`src/rtl/amp_guard_pkg.sv`:
```
package amp_guard_pkg;
    localparam int NFLAG    = 9;
    localparam int F_OV     = 0;
    localparam int F_UV     = 1;
    localparam int F_OCL    = 2;
    localparam int F_OCS    = 3;
    localparam int F_SPK0   = 4;
    localparam int F_SPK1   = 5;
    localparam int F_CLIP   = 6;
    localparam int F_MUTE   = 7;
    localparam int F_SLEEP  = 8;

    typedef struct packed {
        logic oc_lat;
        logic spk_blk;
        logic mute_prev;
    } guard_st_t;
endpackage

```
`src/rtl/amp_guard_sync.sv`:
```
module amp_guard_sync #(
    parameter int W = 1
) (
    input  logic         clk,
    input  logic         rst_n,
    input  logic [W-1:0] async_i,
    output logic [W-1:0] sync_o
);
    logic [W-1:0] stg1_q;
    logic [W-1:0] stg2_q;

    for (genvar g = 0; g < W; g++) begin : g_bit
        always_ff @(posedge clk or negedge rst_n) begin
            if (!rst_n) begin
                stg1_q[g] <= 1'b0;
                stg2_q[g] <= 1'b0;
            end else begin
                stg1_q[g] <= async_i[g];
                stg2_q[g] <= stg1_q[g];
            end
        end
    end

    assign sync_o = stg2_q;
endmodule

```
`src/rtl/amp_guard_timer.sv`:
```
module amp_guard_timer #(
    parameter int unsigned DLY = 20_000_000
) (
    input  logic clk,
    input  logic rst_n,
    input  logic hold_i,
    output logic ready_o
);
    localparam int unsigned CW = (DLY > 2) ? $clog2(DLY) : 1;
    localparam logic [CW-1:0] LAST = CW'(DLY - 1);

    typedef struct packed {
        logic [CW-1:0] cnt;
        logic          ready;
    } tmr_t;

    tmr_t tmr_d, tmr_q;

    always_comb begin
        tmr_d = tmr_q;
        if (hold_i) begin
            tmr_d.cnt   = '0;
            tmr_d.ready = 1'b0;
        end else if (!tmr_q.ready) begin
            if (tmr_q.cnt == LAST) tmr_d.ready = 1'b1;
            else                   tmr_d.cnt   = tmr_q.cnt + 1'b1;
        end
    end

    always_ff @(posedge clk or negedge rst_n) begin
        if (!rst_n) tmr_q <= '0;
        else        tmr_q <= tmr_d;
    end

    assign ready_o = tmr_q.ready;

    AST_HOLD_CLEARS: assert property (@(posedge clk) disable iff (!rst_n)
        hold_i |=> !tmr_q.ready && tmr_q.cnt == '0) else $error("hold");
    AST_CNT_BOUND: assert property (@(posedge clk) disable iff (!rst_n)
        tmr_q.cnt <= LAST) else $error("bound");
endmodule

```
`src/rtl/amp_guard.sv`:
```
module amp_guard
    import amp_guard_pkg::*;
#(
    parameter int unsigned CLK_HZ    = 100_000_000,
    parameter int unsigned UNMUTE_MS = 200
) (
    input  logic       clk,
    input  logic       rst_n,
    input  logic       ovp_i,
    input  logic       uvp_i,
    input  logic       ocl_i,
    input  logic       ocs_i,
    input  logic [1:0] spk_ok_i,
    input  logic       clip_i,
    input  logic       mute_i,
    input  logic       sleep_i,
    output logic       stage_en_o,
    output logic       hmute_o,
    output logic       gain_cut_o,
    output logic       clip_ind_o,
    output logic       lowpwr_o,
    output logic       oc_latched_o,
    output logic       spk_wait_o,
    output logic       supply_flt_o
);
    localparam int unsigned DLY = (CLK_HZ / 1000) * UNMUTE_MS;

    logic [NFLAG-1:0] raw_w, syn_w;
    logic supply_w, cause_w, ready_w, mute_rise_w;
    guard_st_t st_d, st_q;

    assign raw_w[F_OV]    = ovp_i;
    assign raw_w[F_UV]    = uvp_i;
    assign raw_w[F_OCL]   = ocl_i;
    assign raw_w[F_OCS]   = ocs_i;
    assign raw_w[F_SPK0]  = spk_ok_i[0];
    assign raw_w[F_SPK1]  = spk_ok_i[1];
    assign raw_w[F_CLIP]  = clip_i;
    assign raw_w[F_MUTE]  = mute_i;
    assign raw_w[F_SLEEP] = sleep_i;

    amp_guard_sync #(.W(NFLAG)) u_sync (
        .clk     (clk),
        .rst_n   (rst_n),
        .async_i (raw_w),
        .sync_o  (syn_w)
    );

    assign supply_w    = syn_w[F_OV] | syn_w[F_UV];
    assign mute_rise_w = syn_w[F_MUTE] & ~st_q.mute_prev;
    assign cause_w     = supply_w | syn_w[F_OCS] | st_q.oc_lat | st_q.spk_blk
                       | syn_w[F_MUTE] | syn_w[F_SLEEP];

    always_comb begin
        st_d           = st_q;
        st_d.mute_prev = syn_w[F_MUTE];
        if (syn_w[F_OCS])     st_d.oc_lat = 1'b1;
        else if (mute_rise_w) st_d.oc_lat = 1'b0;
        if (syn_w[F_SPK0] && syn_w[F_SPK1]) st_d.spk_blk = 1'b0;
    end

    always_ff @(posedge clk or negedge rst_n) begin
        if (!rst_n) st_q <= '{oc_lat: 1'b0, spk_blk: 1'b1, mute_prev: 1'b0};
        else        st_q <= st_d;
    end

    amp_guard_timer #(.DLY(DLY)) u_timer (
        .clk     (clk),
        .rst_n   (rst_n),
        .hold_i  (cause_w),
        .ready_o (ready_w)
    );

    assign stage_en_o   = ready_w & ~cause_w;
    assign hmute_o      = ~stage_en_o;
    assign gain_cut_o   = syn_w[F_OCL];
    assign clip_ind_o   = syn_w[F_CLIP];
    assign lowpwr_o     = syn_w[F_SLEEP];
    assign oc_latched_o = st_q.oc_lat;
    assign spk_wait_o   = st_q.spk_blk;
    assign supply_flt_o = supply_w;

    AST_SUPPLY_CUT: assert property (@(posedge clk) disable iff (!rst_n)
        supply_w |-> !stage_en_o && hmute_o) else $error("supply");
    AST_OC_HOLD: assert property (@(posedge clk) disable iff (!rst_n)
        st_q.oc_lat && !mute_rise_w |=> st_q.oc_lat) else $error("oc");
    AST_MUTE_OFF: assert property (@(posedge clk) disable iff (!rst_n)
        syn_w[F_MUTE] |-> hmute_o) else $error("mute");
    AST_QUIET_BEFORE_EN: assert property (@(posedge clk) disable iff (!rst_n)
        $rose(stage_en_o) |-> $past(!cause_w)) else $error("delay");
    AST_SPK_BLOCK: assert property (@(posedge clk) disable iff (!rst_n)
        st_q.spk_blk |-> !stage_en_o) else $error("spk");
    AST_SLEEP_LOW: assert property (@(posedge clk) disable iff (!rst_n)
        syn_w[F_SLEEP] |-> lowpwr_o && !stage_en_o) else $error("sleep");
endmodule

```
`config.mk`:
```
export PLATFORM = sky130hd
export DESIGN_NAME = amp_guard
export DESIGN_NICKNAME = d
export VERILOG_FILES = /design/src/rtl/amp_guard_pkg.sv /design/src/rtl/amp_guard_sync.sv /design/src/rtl/amp_guard_timer.sv /design/src/rtl/amp_guard.sv
export SDC_FILE = /design/constraint.sdc
export NUM_CORES = 1
export LEC_CHECK = 0
export BUFFER_PORTS_ARGS = -buffer_cell sky130_fd_sc_hd__clkbuf_2
export CORE_AREA = 2 2 72 74
export DETAILED_ROUTE_END_ITERATION = 8
export DIE_AREA = 0 0 74 76
export SYNTH_ARGS = -nofsm -noshare
export SYNTH_HDL_FRONTEND = slang
export SYNTH_SLANG_ARGS = --single-unit
```
`constraint.sdc`:
```
create_clock -name clk -period 1.8 [get_ports clk]
set_clock_uncertainty 0.05 [all_clocks]
set_input_delay 0.18 -clock clk [delete_from_list [all_inputs] [get_ports clk]]
set_output_delay 0.18 -clock clk [all_outputs]
set_load 0.01 [all_outputs]
```
==> results of run 1 <==
registers in the layout, indices dropped and copies added (netlist names):
name	cells
u_sync.sync_o	9
u_timer.ready_o	1
oc_latched_o	1
st_q	1
u_timer.tmr_q	25
spk_wait_o	1
u_sync.stg1_q	9
routing by layer:
metal | track usage (%) | vias to the layer above | part of all wire [%]
li1 | - | 796 | -
met1 | 23.29 | 833 | 45
met2 | 28.66 | 36 | 49
met3 | 4.762 | 6 | 4.2
met4 | 6.000 | 0 | 1.5
met5 | 0 | - | 0
placed cells by master, fill, tap and decap left out, drive strengths merged, types with 2 or more instances in the layout:
| cell type | synthesis | routed |
|---|---|---|
| a211oi | 2 | 2 |
| a21o | 2 | 2 |
| a21oi | 7 | 7 |
| and2 | 3 | 3 |
| and3 | 10 | 10 |
| and4 | 3 | 3 |
| buf | 3 | 38 |
| clkbuf | 2 | 25 |
| dfrtp | 46 | 46 |
| dlygate4sd3 | 0 | 10 |
| inv | 3 | 3 |
| nand2 | 15 | 15 |
| nand3 | 8 | 8 |
| nand4 | 12 | 12 |
| nor2 | 20 | 20 |
| nor3 | 5 | 5 |
| nor4 | 6 | 6 |
| o21ai | 5 | 5 |
| o31ai | 2 | 2 |
| or3 | 4 | 4 |
| or4 | 2 | 2 |
| xnor2 | 6 | 6 |
| xor2 | 9 | 9 |
worst max-delay path, delay by kind of cell, from the launching register on:
kind | cells | cell delay, ns
and+or+nand+nor | 3 | 0.89
AOI/OAI and AO/OA | 2 | 0.20
DFF | 1 | 0.39
buffers and inverters | 1 | 0.19
cells by family (layout without fill, tap and decap cells):
| logic type | count (synthesis) | in the layout | share of synthesized area, % |
|---|---|---|---|
| simple gates | 92 | 92 | 25.08 |
| flops | 47 | 47 | 57.69 |
| compound gates | 22 | 22 | 7.970 |
| xor+xnor | 15 | 15 | 6.438 |
| buf+inv | 8 | 77 | 2.207 |
| fa+ha+maj | 1 | 1 | 0.6130 |
repair_timing:
action	CTS	global route
resized for setup	3	3
pin swaps	2	8
hold buffers	10	0
endpoints found under the hold margin	55	0
buffers inserted	2	1
setup endpoints to repair	4	12
stage by stage:
step | worst slack (ns) | power [W]
2_1_floorplan | -0.008574 | 0.001114
3_3_place_gp | 0.01197 | 0.001155
3_5_place_dp | 0.003120 | 0.001157
4_1_cts | 0.005525 | 0.001876
5_1_grt | -0.09697 | 0.001934
6_report | -0.01629 | 0.001855
final timing paths:
| kind | to | start | cells past startpoint | slack [ns] |
|---|---|---|---|---|
| worst min-delay path | u_sync.sync_o[1] | u_sync.stg1_q[1] | 0 | 0.30 |
| worst max-delay path | u_timer.tmr_q[15] | u_timer.tmr_q[10] | 6 | -0.02 |
| max in group asynchronous | spk_wait_o | rst_n | 3 | 0.86 |
| worst max register to register | u_timer.tmr_q[15] | u_timer.tmr_q[10] | 6 | -0.02 |
| min in group asynchronous | u_timer.tmr_q[23] | rst_n | 3 | 0.43 |
| worst min register to register | u_sync.sync_o[1] | u_sync.stg1_q[1] | 0 | 0.30 |
final cells by class:
cell class / count / area (sq um) / share of cell area, %
flip-flops and latches: 47 / 1177 / 43.15
multi-input cells: 130 / 869.6 / 31.87
repair buffers: 66 / 479.2 / 17.56
clock buffers: 7 / 96.34 / 3.530
well taps: 70 / 87.58 / 3.210
inverters: 3 / 11.26 / 0.4127
clock inverters: 1 / 7.507 / 0.2751
power by group:
group           total, W  internal [W]  switching (W)
Clock           0.000704      0.000350       0.000355
Combinational  0.0000642     0.0000306      0.0000336
Sequential       0.00109       0.00108     0.00000913
==> out/results.txt, run 1 <==
Sequential elements use 57.69% of the synthesized area. The instance area at placement was 2470 sq um; the filler cell count was 412. Counting along the longest clock path gives a buffer depth of 2. The run gives 5 as the number of buffers inserted during clock tree synthesis.

The peak ir drop on the vdd network was 0.4534 mV; the final critical-path setup slack was -0.01629 ns. In this run the worst hold path is classified as reg2reg. The clock-pin transition on the worst setup and hold timing paths is 0.09 ns, and the final weighted congestion of routability-driven global placement is 0.8638. The final max-slew violation count is 0. Of all nets on the critical path, the largest fanout is 6. The run gives 26 as the number of cell rows. The initial utilization of the core area, before any placement, comes to 41.54%. In this run, placement finished with an instance count of 303. The die covers 5624 sq um.

STA puts the critical path data arrival time at 1.99 ns. The synthesized netlist occupies a cell area of 2041 sq um. The power per unit of standard cell area was 679.9 nW/um^2; the detailed-route DRC error count was 0. For the worst setup path, the data required time is 1.98 ns. The routed design has 4.556 mm of wire.

The largest single stage delay on the critical path is 0.57 ns. After detailed routing, the number of vias per cell comes to 5.157. Once layout is complete, the cells apart from fillers number 324.

The worst setup path is captured at a flop. For the number of global-route vias before repair, the log shows 1598. Setup repair after global routing could not meet its margin everywhere. Measured against its own limit, the worst slew margin works out to 61.83%.

The number of nets handed over by synthesis was 197. During synthesis, Yosys emitted a total of 0 warnings. The critical path goes through or4b_4, nor4_4, buf_4, a21oi_4, and3_1, o21ai_1.

Static timing analysis puts the maximum clock frequency at 550.6 MHz. At the later pin of the worst-skew pair, clock insertion delay measures 0.30 ns. The fraction of synthesis flops using an asynchronous set or reset pin works out to 100.0%.

TritonCTS built the clock tree. The number of enable flip-flop cells after synthesis was 0. After global routing the overflow that remains totals 0. The layout overhead on the synthesized area came out at 33.72%. For the final routed database, the setup TNS stands at -0.04380 ns. The synthesized design contains 47 register bits. The die is 74 microns wide.

The logs give 0 for the number of antenna violations at the first check in global routing and 4912 sq um for the core region area. Main flop type after synthesis: sky130_fd_sc_hd__dfrtp_1. The count of buffers inserted at the top-level ports works out to 18. STA classifies the critical path startpoint as a flop. The hold violation count in the final report was 0.

For this design, the slowest cell found on the critical path is sky130_fd_sc_hd__or4b_4. Synthesis handed over a netlist of 185 instances. The top-level I/O count is 19, and the clock period minus final worst setup slack is 1.816 ns. The first detailed-routing pass ran for 4 iterations. After synthesis, the cell types taking the most area are sky130_fd_sc_hd__dfrtp_1 (56%), sky130_fd_sc_hd__xor2_1 (3.9%), sky130_fd_sc_hd__nand4_1 (3.7%), sky130_fd_sc_hd__nor2_1 (3.7%), sky130_fd_sc_hd__and3_1 (2.8%). The layout cell share with drive strength beyond 1 is 34.25%, and the routed length per placed instance is 14.06 microns.

The HPWL after detailed placement is 3.211 mm. The die is 76 microns tall. The finished cells cover 2729 sq um. In this run the clock root is driven by a sky130_fd_sc_hd__clkbuf_8. Max-cap violations in this run came to 0. The synthesized area per cell was 11.03 sq um. For the pin with the worst max-slew slack, the measured transition is 0.5726 ns. The tree built by TritonCTS fans out to 47 sinks. The count of endpoints failing setup in the final report was 5. The commonest cells after synthesis are sky130_fd_sc_hd__dfrtp_1 (46), sky130_fd_sc_hd__nor2_1 (20), sky130_fd_sc_hd__nand2_1 (14), sky130_fd_sc_hd__nand4_1 (12). sky130_fd_sc_hd__dfrtp_1 is the most common cell in the netlist.

The checks that failed: setup timing. Entering global routing, the biggest net connects 48 pins. The run gives 7.624 mm as the first-pass GRT wire length.

Cells fill 55.55% of the core in the end. The run finished, with violations left. The biggest area consumer among synthesized cells was sky130_fd_sc_hd__dfrtp_1. The remaining antenna violation count after routing was 0.

Global routing used 17.89% of the available tracks across all layers. CTS built an H-tree with a depth of 2. The static leakage was 1.203 nW.

The critical path class is reg2reg. The count of cell types in the netlist is 41, and the antenna diode count is 0. The run gives 0.3004 ns as the worst hold slack across all endpoints. The net count of the finished layout is 265, and the share of the synthesized area in the top cell type is 56.41%. After the first detailed-routing iteration, the DRC count stood at 116.

The final critical-path share of the clock period is 100.9%, and the number of vias after detailed routing is 1671.
Note: power is estimated with default switching activity, not from simulation.
==> run 2: changes to the inputs <==
--- a/config.mk
+++ b/config.mk
@@ -9,6 +9,8 @@
 export CORE_AREA = 2 2 72 74
 export DETAILED_ROUTE_END_ITERATION = 8
 export DIE_AREA = 0 0 74 76
+export MAX_ROUTING_LAYER = met4
 export SYNTH_ARGS = -nofsm -noshare
 export SYNTH_HDL_FRONTEND = slang
 export SYNTH_SLANG_ARGS = --single-unit
+export TNS_END_PERCENT = 30
==> out/results.txt, run 2 (synthesis results as in run 1) <==
The flow ran to the end, and the final reports show no timing, DRC or antenna violations. The die is 74 microns wide. Count of clock tree sinks: 47.

The routed layout has 1634 vias. The clock passes through at most 2 buffers. At the end of the flow the core is filled with cells to 55.78%. The first routing iteration left 85 violations. Entering global routing, the biggest net connects 31 pins. In this run the remaining antenna-violating nets after routing total 0. The path class of the tightest hold or removal check is reg2reg.

The register with the most flip-flops in the layout has 25 of them. The detailed-route DRC error count came out at 0. For the hold violation count in the final report, the log shows 0. The critical path data required time came out at 1.99 ns. For this run, the post-layout net count is 264. For the antenna diode count, the log shows 0.

The startpoint of the worst hold path is u_sync.stg1_q[8]. The final critical path takes up 99.81% of the cycle. For this design the ratio of total power to cell area is 651.6 nW/um^2. For this block, the routed nets add up to 4.526 mm of wire. For the pin with the worst max-slew slack, the measured transition is 0.4938 ns. The register with the most flip-flops was u_timer.tmr_q. After floorplanning, the core was divided into 26 placement rows. The clock latency of the later-clocked register in the worst-skew pair is 0.30 ns. The pre-antenna-repair detailed-routing pass consisted of 4 iterations. The die is 76 microns tall. In the global route stage, overall resource usage came out at 18.76%. The number of antenna violations at the first check in global routing was 0; the final setup TNS was 0 ns.

The startpoint kind of the worst setup timing path was a flop. The core region is 4912 sq um. Timing would allow up to 556.6 MHz. Once the floorplan was initialized, standard cells occupied 41.54% of the core.

In this run the tightest slew margin relative to its limit is 67.08%. Dividing the detail-routed via count by the number of cells gives 5.059. Counting the buffers created by CTS gives 5.

The level count of the clock H-tree was 2; the area enclosed by the die boundary was 5624 sq um. The worst-case IR drop observed on VDD is 0.4416 mV. The worst hold slack across all endpoints is 0.3041 ns, and the count of endpoints failing setup in the final report is 0. 19 I/O pins were placed.

Data arrives at the worst endpoint at 1.99 ns. The first-pass GRT wire length is 7.914 mm, and the final design instance area without fill is 2740 sq um. The final weighted congestion of routability-driven global placement is 0.8130, and the routed length per placed instance is 14.01 microns. The static leakage was 1.184 nW.

Number of global-route vias before repair: 1722. In this run the cell area measured after placement is 2490 sq um. Summed over all nets, the half-perimeter wirelength after detailed placement is 3.222 mm.

After layout, the minimum clock period comes to 1.797 ns. Compared with the post-synthesis result, the final layout area differs by 34.27%. End of the worst hold path: u_sync.sync_o[8]. Setup repair after global routing could not meet its margin everywhere. Clock tree synthesis selected as its root buffer the cell sky130_fd_sc_hd__clkbuf_8. The setup slack of the most critical reg-to-reg path is 0.003 ns. In this run the critical register-to-register path is captured at u_timer.tmr_q[6]. The startpoint identified for the worst register-to-register timing path is u_timer.tmr_q[21]. Of all nets on the critical path, the largest fanout is 7.

STA classifies the critical path endpoint as a flop. Buffers placed on the I/O ports in this run total 18. The library cell used most frequently in the layout, excluding fill and tap cells, is sky130_fd_sc_hd__dfrtp_1. TritonCTS built the clock tree. After global routing the overflow that remains totals 0.

The length in cells of the worst reg-to-reg path came out at 6. The critical path in this run is classified as reg2reg. The total of max-cap violations came out at 0. The depth of the worst hold-timing path is 0. Clock-pin slew was measured on the worst setup and hold paths at 0.09 ns.

The final max-slew violation count was 0; the layout cell share with drive strength beyond 1 was 34.39%. The top cell types in the final layout, fill and taps aside, are sky130_fd_sc_hd__dfrtp_1 (46), sky130_fd_sc_hd__buf_4 (35), sky130_fd_sc_hd__nor2_1 (20).
[run 2: cell count changes in the layout (fill, tap and decap cells not counted), sizes merged]
cell / delta
clkbuf: -2
clkinv: +1
[run 2: timing repair]
item | 4_1_cts | 5_1_grt
setup buffers | 1 | 0
hold endpoints to repair | 26 | 0
endpoints found under the setup margin | 6 | 13
pin swaps | 3 | 8
resized for setup | 4 | 7
hold buffers | 10 | 0
[run 2: per-layer routing]
layer | track usage [%] | vias up | part of all wire, %
met1 | 24.02 | 799 | 45
met2 | 30.45 | 32 | 51
met5 | - | - | 0
met4 | 4.364 | 0 | 0.99
met3 | 3.968 | 6 | 2.9
li1 | - | 797 | -
[run 2: per-stage QoR]
| stage | instances | power (W) | setup slack, ns |
|---|---|---|---|
| finish | 323 | 0.001785 | 0.003332 |
| global route | 323 | 0.001870 | -0.08636 |
| CTS | 323 | 0.001811 | -0.01628 |
| detailed placement | 304 | 0.001161 | -0.02017 |
| global placement | 304 | 0.001159 | 0.007148 |
| floorplan | 185 | 0.001114 | -0.008574 |
[run 2: worst max-delay path: stages (launching register included)]
cell and delay (ns):
sky130_fd_sc_hd__dfrtp_1 0.38, sky130_fd_sc_hd__and3_1 0.20, sky130_fd_sc_hd__and4_4 0.18, sky130_fd_sc_hd__a21o_1 0.22, sky130_fd_sc_hd__buf_6 0.14, sky130_fd_sc_hd__or3_2 0.45
sky130_fd_sc_hd__a21oi_2 0.12
[run 2: where the power goes]
part | total, W | internal (W) | switching (W) | leakage (nW)
logic | 0.0000688 | 0.0000343 | 0.0000345 | 0.538
registers | 0.00109 | 0.00108 | 0.0000111 | 0.605
clock network | 0.000628 | 0.000272 | 0.000356 | 0.0412
[run 2: layout make-up]
cell class	instances	area (sq um)
well taps	70	87.58
multi-input cells	130	894.6
fillers	428	2172
repair buffers	65	484.2
clock inverters	2	12.51
flip-flops and latches	47	1177
clock buffers	6	72.57
inverters	3	11.26
[run 2: worst max-delay path by stage]
stage / startpoint / to
after floorplan: u_timer.tmr_q[1] / u_timer.tmr_q[21]
after global placement: u_timer.tmr_q[22] / u_timer.tmr_q[6]
after detailed placement: u_timer.tmr_q[21] / u_timer.tmr_q[6]
after CTS: u_timer.tmr_q[16] / u_timer.tmr_q[21]
after global routing: u_timer.tmr_q[2] / u_timer.tmr_q[21]
final: u_timer.tmr_q[21] / u_timer.tmr_q[6]
